--- config.mk ---
export PLATFORM = sky130hd
export DESIGN_NAME = sat_clamp_delay
export DESIGN_NICKNAME = d
export VERILOG_FILES = /design/src/rtl/clamp_pkg.sv /design/src/rtl/clamp_bounds.sv /design/src/rtl/clamp_width_sat.sv /design/src/rtl/clamp_delay_line.sv /design/src/rtl/sat_clamp_delay.sv
export SDC_FILE = /design/constraint.sdc
export NUM_CORES = 1
export LEC_CHECK = 0
export BUFFER_PORTS_ARGS = -buffer_cell sky130_fd_sc_hd__buf_2
export CAP_MARGIN = 15
export CORE_ASPECT_RATIO = 1.1
export CORE_MARGIN = 2
export CORE_UTILIZATION = 55
export DETAILED_ROUTE_END_ITERATION = 6
export PLACE_DENSITY = 0.82
export SLEW_MARGIN = 40
export SYNTH_ARGS = -nofsm -noshare
export SYNTH_HDL_FRONTEND = slang
export SYNTH_SLANG_ARGS = --single-unit
--- constraint.sdc ---
create_clock -name clk -period 8.4 [get_ports clk]
set_clock_uncertainty 0.2 [all_clocks]
set_input_delay 0.42 -clock clk [delete_from_list [all_inputs] [get_ports clk]]
set_output_delay 0.42 -clock clk [all_outputs]
set_load 0.005 [all_outputs]
--- src/rtl/clamp_pkg.sv ---
package clamp_pkg;

    typedef enum logic [1:0] {
        MODE_FULL     = 2'd0,
        MODE_SIGNED   = 2'd1,
        MODE_UNSIGNED = 2'd2
    } out_mode_e;

    // Upper end of the saturated range for a mode and bit width.
    function automatic longint sat_hi(out_mode_e m, int w);
        if (m == MODE_SIGNED) return (longint'(1) <<< (w - 1)) - 1;
        return (longint'(1) <<< w) - 1;
    endfunction

    // Lower end of the saturated range for a mode and bit width.
    function automatic longint sat_lo(out_mode_e m, int w);
        if (m == MODE_SIGNED) return -(longint'(1) <<< (w - 1));
        return 0;
    endfunction

endpackage

--- src/rtl/clamp_bounds.sv ---
module clamp_bounds #(
    parameter int DW = 32
) (
    input  logic signed [DW-1:0] smp,
    input  logic signed [DW-1:0] ceil_v,
    input  logic signed [DW-1:0] floor_v,
    output logic signed [DW-1:0] bnd
);
    logic signed [DW-1:0] raised;

    always_comb begin
        // Floor first, ceiling last: the ceiling wins when the bounds cross.
        raised = (smp < floor_v) ? floor_v : smp;
        bnd    = (raised > ceil_v) ? ceil_v : raised;
    end
endmodule

--- src/rtl/clamp_width_sat.sv ---
module clamp_width_sat
    import clamp_pkg::*;
#(
    parameter int        DW    = 32,
    parameter out_mode_e MODE  = MODE_FULL,
    parameter int        WBITS = 8
) (
    input  logic signed [DW-1:0] val,
    output logic signed [DW-1:0] sat
);
    generate
        if (MODE == MODE_FULL) begin : g_full
            assign sat = val;
        end else begin : g_narrow
            localparam longint HI = sat_hi(MODE, WBITS);
            localparam longint LO = sat_lo(MODE, WBITS);
            localparam logic signed [DW-1:0] HI_V = DW'(HI);
            localparam logic signed [DW-1:0] LO_V = DW'(LO);
            always_comb begin
                if (longint'(val) > HI)      sat = HI_V;
                else if (longint'(val) < LO) sat = LO_V;
                else                         sat = val;
            end
        end
    endgenerate
endmodule

--- src/rtl/clamp_delay_line.sv ---
module clamp_delay_line #(
    parameter int                    DW        = 32,
    parameter int                    DELAY     = 3,
    parameter bit                    FALL_EDGE = 1'b0,
    parameter logic signed [DW-1:0]  INIT_VAL  = '0
) (
    input  logic                 clk,
    input  logic                 rst,
    input  logic signed [DW-1:0] d,
    output logic signed [DW-1:0] q
);
    typedef struct packed {
        logic [DELAY-1:0][DW-1:0] stg;
    } line_t;

    line_t line_d, line_q;

    always_comb begin
        line_d = line_q;
        if (rst) begin
            for (int i = 0; i < DELAY; i++) line_d.stg[i] = INIT_VAL;
        end else begin
            line_d.stg[0] = d;
            for (int i = 1; i < DELAY; i++) line_d.stg[i] = line_q.stg[i-1];
        end
    end

    generate
        if (FALL_EDGE) begin : g_neg
            always_ff @(negedge clk) line_q <= line_d;
        end else begin : g_pos
            always_ff @(posedge clk) line_q <= line_d;
        end
    endgenerate

    assign q = $signed(line_q.stg[DELAY-1]);
endmodule

--- src/rtl/sat_clamp_delay.sv ---
module sat_clamp_delay
    import clamp_pkg::*;
#(
    parameter int                    DW        = 32,
    parameter int                    DELAY     = 3,
    parameter bit                    FALL_EDGE = 1'b0,
    parameter out_mode_e             OUT_MODE  = MODE_FULL,
    parameter int                    OUT_BITS  = 8,
    parameter logic signed [DW-1:0]  INIT_VAL  = '0
) (
    input  logic                 clk,
    input  logic                 rst,
    input  logic signed [DW-1:0] din,
    input  logic signed [DW-1:0] lim_hi,
    input  logic signed [DW-1:0] lim_lo,
    output logic signed [DW-1:0] dout
);
    logic signed [DW-1:0] bounded;
    logic signed [DW-1:0] narrowed;

    clamp_bounds #(.DW(DW)) u_bounds (
        .smp     (din),
        .ceil_v  (lim_hi),
        .floor_v (lim_lo),
        .bnd     (bounded)
    );

    clamp_width_sat #(.DW(DW), .MODE(OUT_MODE), .WBITS(OUT_BITS)) u_sat (
        .val (bounded),
        .sat (narrowed)
    );

    clamp_delay_line #(
        .DW(DW), .DELAY(DELAY), .FALL_EDGE(FALL_EDGE), .INIT_VAL(INIT_VAL)
    ) u_line (
        .clk (clk),
        .rst (rst),
        .d   (narrowed),
        .q   (dout)
    );
endmodule

---- Word-level counts from Yosys, hierarchy flattened ----
Index checks and enable logic that the tools add are counted.
cells by class
  $add $sub $neg .......................... 0
  multipliers ............................. 0
  divide/modulo/power cells ............... 0
  order comparisons ....................... 2
  equality and inequality tests ........... 0
  shift-type cells ........................ 0
  multiplexer cells ....................... 2
  bitwise logic cells ..................... 0
  reductions and logical operators ........ 0
operators by type and width
  kind            number
  $mux W32        2
  $gt A32 B32 Y1  1
  $lt A32 B32 Y1  1
word-level totals
  flip-flop bits (word level) ............. 96
  bits in latches ......................... 0
  bits in writable memories ............... 0
  memory bits (read-only) ................. 0
  input port bits ......................... 98
  output and inout port bits .............. 32
  word-level logic and storage cells ...... 7
  memories ................................ 0

---- Longest topological paths before layout ----
Gate-level depths: netlist of the first run.
  word-level depth ........................ 4
  gate-level depth with buffers ........... 21
  depth with buffers taken out ............ 17

---- Cells and area by module ----
From an unflattened synthesis of the first run, not the netlist that was laid out.
second synthesis, totals
  cells, all modules ...................... 558
  area total of the unflattened synthesis .. 5596.6 um^2
modules (own cells, without submodules)
  module            instances  cells each  area an instance (um^2)  sequential area each (um^2)
  clamp_delay_line  1          234         2840.2                   1921.8
  clamp_bounds      1          292         2516.2                   0.0
  clamp_width_sat   1          32          240.2                    0.0

---- Worst setup path before layout of the first run ----
Ideal clock, no wire load.
  path type ............................... input -> register
  from .................................... input lim_lo[29]
  to ...................................... register u_line.line_q[10] in the netlist's numbering
  library setup time ...................... 0.083 ns
  data arrival time ....................... 4.683 ns
  required time ........................... 8.117 ns
  path slack .............................. 3.434 ns
  stages on the path ...................... 21
  buffers on the path ..................... 4
  path through ............................ inv_1 > ha_1 > a21o_1 > a21o_1 > a221oi_1 > o21ai_1 > or3_1 > clkbuf_1 > and2_1 > buf_6 > buf_6 > mux2_4 > ha_1 > a21o_1 > a2111o_1 > nor2_1 > o21ai_1 > o32ai_1 > clkbuf_1 > nand2_1 > o221ai_1
on the way
  word-level cells in the longest chain between the ends .. 4
RTL lines
  element               RTL line                text
  from (decl)           sat_clamp_delay.sv:15   input logic signed [DW-1:0] lim_lo,
  $lt A32 B32 Y1        clamp_bounds.sv:13      raised = (smp < floor_v) ? floor_v : smp;
  $mux W32 (*)          clamp_bounds.sv:13
  $gt A32 B32 Y1        clamp_bounds.sv:14      bnd = (raised > ceil_v) ? ceil_v : raised;
  $mux W32 (*)          clamp_bounds.sv:14
  to (signal assigned)  clamp_delay_line.sv:32  always_ff @(posedge clk) line_q <= line_d;
  to (decl)             clamp_delay_line.sv:16  line_t line_d, line_q;
Mark *: on every way between the ends. The rest lies on a longest branch, timed or not.
A chain may end at the register's enable or synchronous reset.

---- Worst setup path in the final report of the first run ----
  from .................................... input lim_lo[14]
  to ...................................... register u_line.line_q[19] in the netlist's numbering
Same word-level chain as after synthesis.

==> impl_metrics.json, run 1 <==
{
  "clkPwrFrac": 0.285,
  "finalCritPeriodShare": 0.713,
  "cap_violations": 0,
  "n_fill_cell": 785,
  "crit_path_end_kind": "register",
  "cts_sinks": 96,
  "drtIter0Drc": 260,
  "grt_pass1_wl_um": 19700,
  "post_cts_resized": 0,
  "finalHoldViolCount": 0,
  "overflow": 0,
  "vias_per_cell": 5.60,
  "track_usage": 0.230,
  "wire_per_inst_um": 15.5,
  "grt_pass1_vias": 4354,
  "reg2regPathDepth": 1,
  "synth-compound-area-share": 0.115,
  "critPathArrivalTime_ps": 5990,
  "start_util": 0.573,
  "crit_chain": "buf_2 -> inv_1 -> ha_1 -> nand4_1 -> nor4_1 -> a311oi_1 -> a21oi_1 -> or3_1 -> and2_2 -> buf_4 -> mux2_1 -> ha_1 -> a21oi_1 -> nand2_1 -> a221oi_1 -> nor3_1 -> or4_1 -> nand3b_1 -> buf_4 -> o221ai_1",
  "setup_violations": 0,
  "syn_area_um2": 5410,
  "startpoint_type": "input pin",
  "combPwrFrac": 0.265,
  "via_count": 4432,
  "antenna_found_initial": 0,
  "switching_share": 0.293,
  "cp_slowest_stage_delay_ps": 660,
  "grt_start_max_net_pins": 69,
  "cts_tree": "done",
  "ys_warn_count": 0,
  "clock_latency_ps": 360,
  "synth_xor_area_frac": 0,
  "wl_um": 12300,
  "htreeDepth": 3,
  "critPathRequiredTime_ps": 8400,
  "timing.final.max_slew_violations": 0,
  "fin_setup_tns_ps": 0,
  "critPathTopFamily": "simple AND/OR/NAND/NOR gates",
  "firstDrtPassIters": 5,
  "muxShareOfSynthArea": 0.0838,
  "die_h_um": 108,
  "path_class": "input pin to register",
  "ys_ff_latch": 96,
  "layout-drive-gt1-share": 0.271,
  "synth-simple-area-share": 0.181,
  "hold_depth": 3,
  "cts.clk_slew.worst_paths_ps": 100,
  "p_leak_nw": 3.05,
  "peakVddDrop_mv": 0.0893,
  "r2r_start": "u_line.line_q[30]",
  "rsz0062_at_grt": "no",
  "hold_start": "lim_lo[29]",
  "whs_endpoint": "u_line.line_q[29]",
  "fin_nets": 831,
  "r2r_end": "u_line.line_q[62]",
  "fmax_mhz": 167,
  "num_rows": 37,
  "seq_area_frac_synth": 0.355,
  "cts_made_buffers": 9,
  "dp_cells": 776,
  "utilization": 0.647,
  "synthMostInstantiatedCell": "dfxtp_1",
  "synth-edff-count": 0,
  "async_flop_share": 0,
  "synthTopCellsByCount": "96 x dfxtp_1, 69 x inv_1, 65 x nor2b_1",
  "outcome": "finished, final reports clean",
  "final_cells": 792,
  "place.gp.congestion": 1.02,
  "drc": 0,
  "antenna_left": 0,
  "cellInternalPower_w": 0.000818,
  "synth.distinct_cells": 35,
  "cts-hold-fix-buffers": 0,
  "reg2reg_slack_ps": 7590,
  "netlist_instances": 585,
  "die-area_um2": 10600,
  "synth_top_family_by_area": "simple AND/OR/NAND/NOR gates",
  "crit_fanout": 32,
  "cts_root_buf": "clkbuf_8",
  "power_w": 0.00116,
  "worst_hold_path_type": "input pin to register",
  "synth_fa_ha_area_frac": 0.146,
  "die_w_um": 98.5,
  "syn_nets": 746,
  "port_buffers": 129,
  "power_density_nw_per_um2": 189,
  "power.switching_w": 0.000339,
  "period_needed_ps": 5990,
  "syn2layout_area_growth_pct": 13.0,
  "core_area_um2": 9440,
  "avgSynthCellArea_um2": 9.24,
  "hpwlAfterDp_um": 9540,
  "cts_buffer_depth": 2,
  "max_slew_margin": 0.482,
  "tightestPinTransition_ps": 776,
  "seq_power_share": 0.450,
  "synth_largest_area_cell": "dfxtp_1",
  "ys.flop_type": "dfxtp_1",
  "cp_slowest_cell": "and2_2",
  "pin_count": 130,
  "synthTopCellsByArea": "dfxtp_1 36%, ha_1 15%, mux2_4 7.8%",
  "synth_top_area_frac": 0.355,
  "whs_ps": 126,
  "num_antenna_cells": 0,
  "cp_num_buf_inv": 4,
  "postCtsSetupBuffers": 0
}
## flip-flops by register name, indices dropped and copies added, names as in the netlist
name,count
u_line.line_q,64
u_line.q,32
## metrics by stage
step | cell area (um^2) | worst slack (ps)
2_1_floorplan | 5410 | 3430
3_3_place_gp | 5890 | 2310
3_5_place_dp | 5890 | 2130
4_1_cts | 6110 | 2530
5_1_grt | 6110 | 2140
6_report | 6110 | 2410
## power by group through the flow
stage	logic (W)	registers (W)	clock network, W
3_3_place_gp	0.000290	0.000530	0
5_1_grt	0.000338	0.000526	0.000354
2_1_floorplan	0.000228	0.000524	0
4_1_cts	0.000304	0.000521	0.000334
6_report	0.000307	0.000521	0.000330
3_5_place_dp	0.000302	0.000532	0
## logic make-up after synthesis
logic type / count (synthesis)
compound gates: 87
buf+inv: 131
mux: 31
fa+ha+maj: 63
flops: 96
simple gates: 177
## cell type report
| cell class | count | area, um^2 | share of cell area |
|---|---|---|---|
| multi-input combinational | 358 | 2870 | 0.469 |
| clock inverter | 7 | 92.6 | 0.0152 |
| inverter | 69 | 259 | 0.0424 |
| clock buffer | 9 | 124 | 0.0203 |
| timing repair buffer | 136 | 698 | 0.114 |
| tap | 117 | 146 | 0.0240 |
| sequential | 96 | 1920 | 0.315 |
## metal layers
metal | vias up | routed length [um] | track usage
met1 | 2031 | 5220 | 0.296
li1 | 2180 | - | -
met4 | 0 | 330 | 0.109
met2 | 189 | 5950 | 0.380
met3 | 32 | 799 | 0.0343
met5 | - | 0 | 0
## how the worst max path moves through the flow
stage,from,to,depth (start not counted)
final,lim_lo[14],u_line.line_q[19],20
after global routing,lim_lo[14],u_line.line_q[23],20
after CTS,lim_lo[14],u_line.line_q[16],20
after detailed placement,lim_lo[14],u_line.line_q[16],20
after global placement,lim_lo[14],u_line.line_q[23],20
after floorplan,lim_lo[29],u_line.line_q[10],21
## placed cells by master (no fill, tap or decap)
cell and instances:
buf_2 129, dfxtp_1 96, inv_1 69, nor2b_1 65
ha_1 63, nand2_1 45, nand4_1 43, o221ai_1 31
mux2_4 28, a21oi_1 24, clkbuf_8 9, nor2_1 7
buf_4 7, o21ai_0 6, o21ai_1 5, a221oi_1 5
nand3_1 4, a21o_1 4, a2111o_1 3, or4_1 3
clkinv_2 3, and4_1 2, nand2b_1 2, a211oi_1 2
nor3_1 2, a311oi_1 2, mux2_1 2, o211ai_1 2
bufinv_16 2, inv_6 2, nor4_1 1, o21ai_2 1
or3_1 1, and2_2 1, o21a_1 1, mux2i_1 1
o32ai_4 1, nand3b_1 1
Note: power is estimated with default switching activity, not from simulation.
==> run 2, diff against run 1 <==
--- a/config.mk
+++ b/config.mk
@@ -9,9 +9,9 @@
 export CAP_MARGIN = 15
 export CORE_ASPECT_RATIO = 1.1
 export CORE_MARGIN = 2
-export CORE_UTILIZATION = 55
+export CORE_UTILIZATION = 49
 export DETAILED_ROUTE_END_ITERATION = 6
-export PLACE_DENSITY = 0.82
+export PLACE_DENSITY = 0.77
 export SLEW_MARGIN = 40
 export SYNTH_ARGS = -nofsm -noshare
 export SYNTH_HDL_FRONTEND = slang
==> constraint.sdc (replaced) <==
create_clock -name clk -period 5.05 [get_ports clk]
set_clock_uncertainty 0.2 [all_clocks]
set_input_delay 0.2525 -clock clk [delete_from_list [all_inputs] [get_ports clk]]
set_output_delay 0.2525 -clock clk [all_outputs]
set_load 0.005 [all_outputs]
==> impl_metrics.json, run 2 (same netlist as run 1, synthesis figures left out) <==
{
  "outcome": "finished, final reports clean",
  "path_class": "input pin to register",
  "design_area_um2": 6570,
  "drtIter0Drc": 232,
  "postCtsSetupBuffers": 0,
  "drc": 0,
  "num_antenna_cells": 0,
  "cts_sinks": 96,
  "cts_tree": "done",
  "cap_violations": 0,
  "core_area_um2": 10900,
  "fin_nets": 863,
  "tightestPinTransition_ps": 512,
  "antenna_left": 0,
  "place_ws_ps": -155,
  "antenna_found_initial": 0,
  "via_count": 4532,
  "cts.clk_slew.worst_paths_ps": 70,
  "pin_count": 130,
  "wl_um": 12900,
  "p_leak_nw": 3.26,
  "cts_made_buffers": 9,
  "place.gp.congestion": 0.897,
  "start_util": 0.498,
  "wire_per_inst_um": 15.1,
  "setup_violations": 0,
  "crit_chain": "buf_2 -> inv_1 -> ha_1 -> a211oi_2 -> nor4_1 -> a311oi_1 -> a21oi_1 -> or3_1 -> and2_4 -> buf_12 -> mux2_4 -> ha_1 -> a21oi_1 -> o21ai_0 -> a211oi_1 -> nor2_1 -> or4_1 -> nand3b_1 -> buf_4 -> o221ai_1",
  "setup_slack_ps": 359,
  "dp_cells": 829,
  "max_slew_margin": 0.658,
  "critPathTopFamily": "compound AO/OA/AOI/OAI gates",
  "finalHoldViolCount": 0,
  "rsz0062_at_grt": "no",
  "layout_commonest_cell": "buf_2",
  "place_area_um2": 6170,
  "largest_register": "u_line.line_q",
  "fin_setup_tns_ps": 0,
  "clock_latency_ps": 340,
  "timing.final.max_slew_violations": 0,
  "hpwlAfterDp_um": 10000,
  "grt_pass1_vias": 4507,
  "worst_hold_path_type": "input pin to register",
  "overflow": 0,
  "die_h_um": 114,
  "fmax_mhz": 213,
  "track_usage": 0.217,
  "period_needed_ps": 4690,
  "die-area_um2": 11900,
  "port_buffers": 129,
  "firstDrtPassIters": 4,
  "startpoint_type": "input pin",
  "layout-drive-gt1-share": 0.294,
  "final_cells": 854,
  "peakVddDrop_mv": 0.182,
  "cp_slowest_stage_delay_ps": 550,
  "grt_pass1_wl_um": 20600,
  "cts_buffer_depth": 2,
  "crit_path_end_kind": "register",
  "final_cell_mix": "129 x buf_2, 96 x dfxtp_1, 69 x inv_1",
  "crit_fanout": 13,
  "die_w_um": 104,
  "critPathRequiredTime_ps": 5050,
  "largest_register_ffs": 64,
  "finalCritPeriodShare": 0.929,
  "critPathArrivalTime_ps": 4690,
  "power_density_nw_per_um2": 320,
  "cp_slowest_cell": "or4_1",
  "cp_num_buf_inv": 4,
  "cts_root_buf": "clkbuf_16",
  "syn2layout_area_growth_pct": 21.5,
  "num_rows": 40,
  "vias_per_cell": 5.31,
  "grt_start_max_net_pins": 50,
  "htreeDepth": 3
}
[run 2: changes by cell type in the layout (fill, tap and decap cells not counted), sizes merged]
cell         previous run  this run
buf                   136       159
bufinv                  2         0
clkbuf                  9        11
clkinv                  3         1
clkinvlp                0         1
dlygate4sd3             0         9
inv                    71        72
[run 2: stage by stage]
step	total power, W	util	hold slack, ps
2_1_floorplan	0.00125	-	207
3_3_place_gp	0.00141	0.568	214
3_5_place_dp	0.00143	0.568	223
4_1_cts	0.00210	0.604	0.527
5_1_grt	0.00221	0.605	13.0
6_report	0.00210	0.605	8.44
[run 2: worst paths after layout]
path	startpoint	endpoint	slack, ps	cells after the start
max	lim_lo[5]	u_line.line_q[1]	360	20
min reg2reg	u_line.line_q[50]	u_line.q[18]	240	1
max reg2reg	u_line.line_q[32]	u_line.q[0]	4260	1
min	lim_lo[16]	u_line.line_q[16]	8	3
[run 2: power breakdown]
group          internal, W  leakage, nW  total, W  switching (W)
Combinational     0.000279         2.32  0.000564       0.000285
Clock             0.000370        0.146  0.000672       0.000301
Sequential        0.000844        0.789  0.000864      0.0000200
Total              0.00149         3.26   0.00210       0.000607
[run 2: cell type report]
cell class | count | area, um^2
clock buffers | 11 | 253
well taps | 147 | 184
inverters | 69 | 259
fillers | 919 | 4290
repair buffers | 168 | 1020
clock inverters | 5 | 47.5
multi-input cells | 358 | 2880
flip-flops and latches | 96 | 1920
[run 2: metal layers]
metal | track usage | wire (um)
met4 | 0.109 | 314
met5 | 0 | 0
met1 | 0.268 | 5560
met2 | 0.371 | 6290
met3 | 0.0336 | 692
[run 2: repair_timing]
action                                  in CTS  in global routing
gates resized for setup                      0                  3
hold buffers                                 9                  0
hold endpoints to repair                     9                  0
endpoints found under the setup margin       0                 32
